[config.mk]
export PLATFORM = sky130hd
export DESIGN_NAME = uirq_ctrl
export DESIGN_NICKNAME = d
export VERILOG_FILES = /design/src/rtl/uirq_pkg.sv /design/src/rtl/uirq_trig.sv /design/src/rtl/uirq_src.sv /design/src/rtl/uirq_fstat.sv /design/src/rtl/uirq_ctrl.sv
export SDC_FILE = /design/constraint.sdc
export NUM_CORES = 1
export LEC_CHECK = 0
export BUFFER_PORTS_ARGS = -buffer_cell sky130_fd_sc_hd__buf_4
export CAP_MARGIN = 20
export CORE_MARGIN = 3
export CORE_UTILIZATION = 37
export CTS_CLUSTER_SIZE = 14
export DETAILED_ROUTE_END_ITERATION = 10
export PLACE_DENSITY = 0.76
export SETUP_SLACK_MARGIN = 0.02
export SLEW_MARGIN = 0
export SYNTH_ARGS = -nofsm -noshare
export SYNTH_HDL_FRONTEND = slang
export SYNTH_SLANG_ARGS = --single-unit
[constraint.sdc]
create_clock -name clk -period 1.38 [get_ports clk]
set_input_delay 0.207 -clock clk [delete_from_list [all_inputs] [get_ports clk]]
set_output_delay 0.207 -clock clk [all_outputs]
set_load 0.02 [all_outputs]
[src/rtl/uirq_pkg.sv]
package uirq_pkg;

    localparam int SRC_W  = 4;
    localparam int LVL_W  = 10;
    localparam int SRC_RX = 0;
    localparam int SRC_TX = 2;

    typedef enum logic [2:0] {
        A_PEND  = 3'd0,
        A_SRC   = 3'd1,
        A_MASK  = 3'd2,
        A_FSTAT = 3'd3,
        A_ERR   = 3'd4
    } reg_addr_e;

    typedef struct packed {
        logic [6:0] pad_hi;
        logic       tx_full;
        logic [7:0] tx_cnt;
        logic [5:0] pad_mid;
        logic       rx_err;
        logic       rx_full;
        logic [7:0] rx_cnt;
    } fstat_t;

    function automatic int unsigned trig_factor(input int unsigned ch);
        case (ch)
            0:       return 32;
            1, 4:    return 8;
            2, 3:    return 2;
            default: return 0;
        endcase
    endfunction

endpackage

[src/rtl/uirq_trig.sv]
module uirq_trig
    import uirq_pkg::*;
#(
    parameter int unsigned CHANNEL = 1
) (
    input  logic [2:0]       rx_trig,
    input  logic [2:0]       tx_trig,
    output logic [LVL_W-1:0] rx_lvl,
    output logic [LVL_W-1:0] tx_lvl
);
    localparam int unsigned FACTOR = trig_factor(CHANNEL);

    always_comb begin
        tx_lvl = LVL_W'(FACTOR) * LVL_W'(tx_trig);
        rx_lvl = LVL_W'(FACTOR) * (LVL_W'(rx_trig) + LVL_W'(1));
    end
endmodule

[src/rtl/uirq_src.sv]
module uirq_src
    import uirq_pkg::*;
#(
    parameter int CNT_W = 5
) (
    input  logic [CNT_W-1:0] rx_count,
    input  logic [CNT_W-1:0] tx_count,
    input  logic [LVL_W-1:0] rx_lvl,
    input  logic [LVL_W-1:0] tx_lvl,
    input  logic             fifo_en,
    input  logic             timeout_en,
    input  logic             rx_ready,
    input  logic [SRC_W-1:0] src_evt,
    output logic [SRC_W-1:0] set_vec
);
    logic rx_hit;
    logic tx_hit;

    always_comb begin
        if (fifo_en) begin
            tx_hit = LVL_W'(tx_count) <= tx_lvl;
            rx_hit = ((rx_count != '0) && !timeout_en) ||
                     (LVL_W'(rx_count) >= rx_lvl);
        end else begin
            tx_hit = 1'b0;
            rx_hit = rx_ready;
        end
        set_vec         = src_evt;
        set_vec[SRC_TX] = src_evt[SRC_TX] | tx_hit;
        set_vec[SRC_RX] = src_evt[SRC_RX] | rx_hit;
    end
endmodule

[src/rtl/uirq_fstat.sv]
module uirq_fstat
    import uirq_pkg::*;
#(
    parameter int DEPTH = 16,
    parameter int CNT_W = 5
) (
    input  logic [CNT_W-1:0] rx_count,
    input  logic [CNT_W-1:0] tx_count,
    input  logic             rx_err,
    output fstat_t           word
);
    logic rx_full;
    logic tx_full;

    always_comb begin
        rx_full      = rx_count == CNT_W'(DEPTH);
        tx_full      = tx_count == CNT_W'(DEPTH);
        word         = '0;
        word.rx_cnt  = rx_full ? 8'd0 : 8'(rx_count);
        word.rx_full = rx_full;
        word.rx_err  = rx_err;
        word.tx_cnt  = 8'(tx_count);
        word.tx_full = tx_full;
    end
endmodule

[src/rtl/uirq_ctrl.sv]
module uirq_ctrl
    import uirq_pkg::*;
#(
    parameter int unsigned CHANNEL = 1,
    parameter int          DEPTH   = 16,
    localparam int         CNT_W   = $clog2(DEPTH + 1)
) (
    input  logic             clk,
    input  logic             rst,
    input  logic [CNT_W-1:0] rx_count,
    input  logic [CNT_W-1:0] tx_count,
    input  logic             rx_err,
    input  logic             fifo_en,
    input  logic [2:0]       rx_trig,
    input  logic [2:0]       tx_trig,
    input  logic             timeout_en,
    input  logic [1:0]       rx_mode,
    input  logic             rx_ready,
    input  logic [3:0]       src_evt,
    input  logic [3:0]       err_evt,
    input  logic             wr_en,
    input  logic             rd_en,
    input  logic [2:0]       addr,
    input  logic [3:0]       wdata,
    output logic [31:0]      rdata,
    output logic             irq,
    output logic             rx_dma_busy
);
    logic [LVL_W-1:0] rx_lvl;
    logic [LVL_W-1:0] tx_lvl;
    logic [SRC_W-1:0] set_vec;
    logic [SRC_W-1:0] src_q;
    logic [SRC_W-1:0] mask_q;
    logic [3:0]       err_q;
    logic [SRC_W-1:0] pend;
    logic [SRC_W-1:0] clr_vec;
    fstat_t           fword;

    uirq_trig #(.CHANNEL(CHANNEL)) u_trig (
        .rx_trig (rx_trig),
        .tx_trig (tx_trig),
        .rx_lvl  (rx_lvl),
        .tx_lvl  (tx_lvl)
    );

    uirq_src #(.CNT_W(CNT_W)) u_src (
        .rx_count   (rx_count),
        .tx_count   (tx_count),
        .rx_lvl     (rx_lvl),
        .tx_lvl     (tx_lvl),
        .fifo_en    (fifo_en),
        .timeout_en (timeout_en),
        .rx_ready   (rx_ready),
        .src_evt    (src_evt),
        .set_vec    (set_vec)
    );

    uirq_fstat #(.DEPTH(DEPTH), .CNT_W(CNT_W)) u_fstat (
        .rx_count (rx_count),
        .tx_count (tx_count),
        .rx_err   (rx_err),
        .word     (fword)
    );

    always_comb begin
        clr_vec = (wr_en && (addr == A_PEND || addr == A_SRC)) ? wdata : '0;
        pend    = src_q & ~mask_q;
        irq     = |pend;
        rx_dma_busy = (rx_mode == 2'd2) && (rx_count == '0);
    end

    always_ff @(posedge clk) begin
        if (rst) begin
            src_q  <= '0;
            mask_q <= '0;
            err_q  <= '0;
        end else begin
            src_q <= (src_q & ~clr_vec) | set_vec;
            if (wr_en && addr == A_MASK) mask_q <= wdata;
            if (rd_en && addr == A_ERR) err_q <= err_evt;
            else                        err_q <= err_q | err_evt;
        end
    end

    always_comb begin
        rdata = '0;
        if (rd_en) begin
            case (addr)
                A_PEND:  rdata = 32'(pend);
                A_SRC:   rdata = 32'(src_q);
                A_MASK:  rdata = 32'(mask_q);
                A_FSTAT: rdata = fword;
                A_ERR:   rdata = 32'(err_q);
                default: rdata = '0;
            endcase
        end
    end


    tx_level_set_chk: assert property (@(posedge clk) disable iff (rst)
        (fifo_en && (LVL_W'(tx_count) <= tx_lvl)) |=> src_q[SRC_TX]);

    rx_level_set_chk: assert property (@(posedge clk) disable iff (rst)
        (fifo_en && (LVL_W'(rx_count) >= rx_lvl)) |=> src_q[SRC_RX]);

    src_clear_chk: assert property (@(posedge clk) disable iff (rst)
        (wr_en && addr == A_SRC) |=>
        ((src_q & $past(wdata) & ~$past(set_vec)) == '0));

    mask_load_chk: assert property (@(posedge clk) disable iff (rst)
        (wr_en && addr == A_MASK) |=> (mask_q == $past(wdata)));

    err_rdclr_chk: assert property (@(posedge clk) disable iff (rst)
        (rd_en && addr == A_ERR) |=> (err_q == $past(err_evt)));

    dma_busy_empty_chk: assert property (@(posedge clk) disable iff (rst)
        rx_dma_busy |-> (rx_count == '0));
endmodule

==> results by group <==
STA
  – Final clock period utilization by the worst path: 106%
  – Final worst slack: -0.0868 ns
  – Final Skew: 0 ns
  – Final Hold Fails: 0
  – Setup TNS: -0.411 ns
  – Max-slew violations: 0
  – Final setup violating endpoints: 6
  – Fmax: 682 MHz
  – Period minus WS final: 1.47 ns
  – RSZ-0062 raised after global routing: yes

Floorplanning
  – Die span in x: 59.5 um
  – Number of I/O pins: 75
  – Core Region: 2590 um2
  – Rows: 18
  – Starting Density: 40.9%
  – Die Ht: 59.5 um
  – Total die area: 3540 um2

Synthesis
  – Yosys warns: 0
  – Post-Syn Area: 1060 um2
  – Mean Syn Cell Area: 7.57 um2
  – Synth unique cells: 33
  – Syn Inst Count: 140
  – Yosys reg bits: 12
  – Seq/Total Area, Yosys: 22.7%

Power
  – Gate power share: 36.2%
  – Clock power frac: 26.7%
  – Internal: 0.712 mW
  – Static leakage: 0.792 nW
  – Psw: 0.330 mW
  – Pwr dens: 632 nW/um2
  – Total power: 1.04 mW
  – Sw frac: 31.7%
  – Worst vdd ir: 0.605 mV
  – Register share of total power: 37.1%

Setup path
  – Critical Path Source: src_q[0]$_SDFF_PP0_
  – CP max stage delay: 0.33 ns
  – CP max FO: 2
  – Reg-to-Reg Start: src_q[0]$_SDFF_PP0_
  – Worst path arrival time: 1.26 ns
  – Sequence of cells on the critical path: mux2i_1, nor2_1, a21oi_1, a31oi_1, buf_4
  – Critical path class: flop to output port
  – Startpoint Class: flop
  – CP max stage cell: dfxtp_2
  – WP data required: 1.17 ns
  – CP endpoint kind: output port

Final layout
  – Commonest cells after routing, fill and taps aside: buf_4 (64), conb_1 (19), nor2_1 (16)
  – Fill count: 234
  – Final Cell Area: 1650 um2
  – Commonest non-fill, non-tap cell in the layout: buf_4
  – Final std cells w/o fill: 238
  – Synthesis-to-finish area growth: 55.5%
  – Ant diodes: 0
  – Post-layout nets: 255
  – Share of layout cells above drive strength 1: 47.1%

Place
  – DP HPWL: 2.63 mm
  – Routability cong.: 0.871
  – Post-DP Area: 1520 um2
  – Placed cell count: 231
  – Port Buffer Count: 55

Clock network
  – Total CTS buffers: 3
  – H-tree levels: 1
  – Clk buf depth: 2
  – CTS tree: done
  – Clock slew at reported path FFs: 0.07 ns
  – Clk root buf: clkbuf_4
  – CTS Sinks: 12
  – Skew-Pair Late Insertion Delay: 0.27 ns

Hold path
  – HP Class: input pin to flop
  – Hold_sp: src_evt[1]

Routing
  – WL/cell: 14.1 um
  – Vias per cell: 5.16
  – WL final: 3.36 mm
  – Residual DRC: 0
  – Antenna-violating nets left: 0
  – TritonRoute pass-1 iters: 4
  – Via count: 1227
  – Initial detailed-routing violation count: 45

Global route
  – GR peak layer: met2
  – Largest net degree at the start of global routing: 13
  – GRT met1 Usage: 21.3%
  – Total GRT Usage: 18.9%
  – Initial antenna violation count: 0
  – Met3 Track Usage GR: 2.83%
  – Vias in the first global route: 1188
  – First-pass GRT wire length: 5.15 mm
  – Met2 Usage GRT: 34.3%
  – Gr ovfl total: 0

Run status
  – Status: finished, violations left
  – Violated checks: setup timing

Flow run
  – MaxCap Viol Count: 0
logic make-up (layout without fill, tap and decap cells):
group | Yosys count | count (layout) | share of synthesized area (%)
other | 1 | 19 | 0.354
and+or+nand+nor | 54 | 54 | 28.5
muxes | 8 | 8 | 7.56
buffers and inverters | 32 | 82 | 19.5
adders and majority gates | 5 | 5 | 5.90
DFF | 12 | 12 | 22.7
AOI/OAI and AO/OA | 28 | 28 | 15.6
synthesized netlist by cell type:
library cell	number	area [um2]
or4_1	1	7.51
a31oi_1	4	25.0
dfxtp_1	12	240
clkbuf_1	1	3.75
o21ai_0	1	5.00
buf_4	19	143
nor3b_2	2	25.0
nor2_1	17	63.8
or3_1	1	6.26
ha_1	5	62.6
and3_1	1	6.26
nor3b_4	1	18.8
o221ai_1	1	8.76
o211ai_1	1	7.51
nor3_1	4	20.0
buf_6	2	22.5
and4_1	1	8.76
nor4b_2	1	15.0
nand2_1	12	45.0
conb_1	1	3.75
a21oi_1	17	85.1
nand3_1	1	5.00
a221oi_1	1	8.76
nor2b_1	2	12.5
and2_1	6	37.5
a311o_1	1	10.0
mux2i_1	8	80.1
nand2b_2	1	8.76
nor2_2	1	6.26
inv_1	10	37.5
o31ai_1	1	7.51
nand3b_1	2	15.0
a22oi_1	1	7.51
power groups by stage:
stage | clock [mW] | sequential (mW) | combinational [mW]
6_report | 0.279 | 0.386 | 0.377
5_1_grt | 0.304 | 0.388 | 0.413
4_1_cts | 0.287 | 0.384 | 0.364
3_5_place_dp | 0 | 0.391 | 0.347
3_3_place_gp | 0 | 0.391 | 0.335
2_1_floorplan | 0 | 0.385 | 0.224
sequential cells by signal, summed over array words and instances (netlist names):
register  cells
err_q         4
mask_q        4
src_q         4
routing by layer:
layer / vias to the layer above / wire (um)
met5: - / 0
met4: 0 / 116
met3: 11 / 305
met2: 71 / 1740
met1: 567 / 1200
li1: 578 / -
worst paths after layout:
kind / endpoint / slack (ns) / depth (start not counted)
max: rdata[0] / -0.09 / 5
min reg2reg: err_q[0]$_SDFF_PP0_ / 0.49 / 2
max reg2reg: src_q[0]$_SDFF_PP0_ / 0.39 / 3
min: src_q[1]$_SDFF_PP0_ / 0.14 / 3
repair_timing:
action | CTS | global route
gates resized for setup | 10 | 10
hold buffers | 0 | 0
hold endpoints to repair | 0 | 0
cloned | 0 | 0
pin swaps | 4 | 3
setup buffers | 3 | 0
setup endpoints to repair | 8 | 9
layout make-up:
cell class / instances / area, um2 / share of cell area (%)
flip-flops and latches: 12 / 248 / 15.0
multi-input cells: 114 / 763 / 46.3
repair buffers: 68 / 526 / 31.9
inverters: 10 / 37.5 / 2.28
clock buffers: 4 / 36.3 / 2.20
well taps: 30 / 37.5 / 2.28
critical path, delay by kind of cell, from the launching register on:
| family | cells | cell delay [ns] |
|---|---|---|
| AO/OA/AOI/OAI | 2 | 0.26 |
| buffers and inverters | 1 | 0.18 |
| flip-flops | 1 | 0.33 |
| multiplexers | 1 | 0.14 |
| AND/OR/NAND/NOR | 1 | 0.07 |
per-stage QoR:
stage	utilization (%)	hold slack, ns	setup WS [ns]
6_report	63.6	0.138	-0.0868
5_1_grt	63.6	0.138	-0.130
4_1_cts	62.2	0.132	-0.0714
3_5_place_dp	58.8	0.425	-0.188
3_3_place_gp	58.8	0.414	-0.157
2_1_floorplan	-	0.276	0.000566
(Power assumes the default switching activity.)
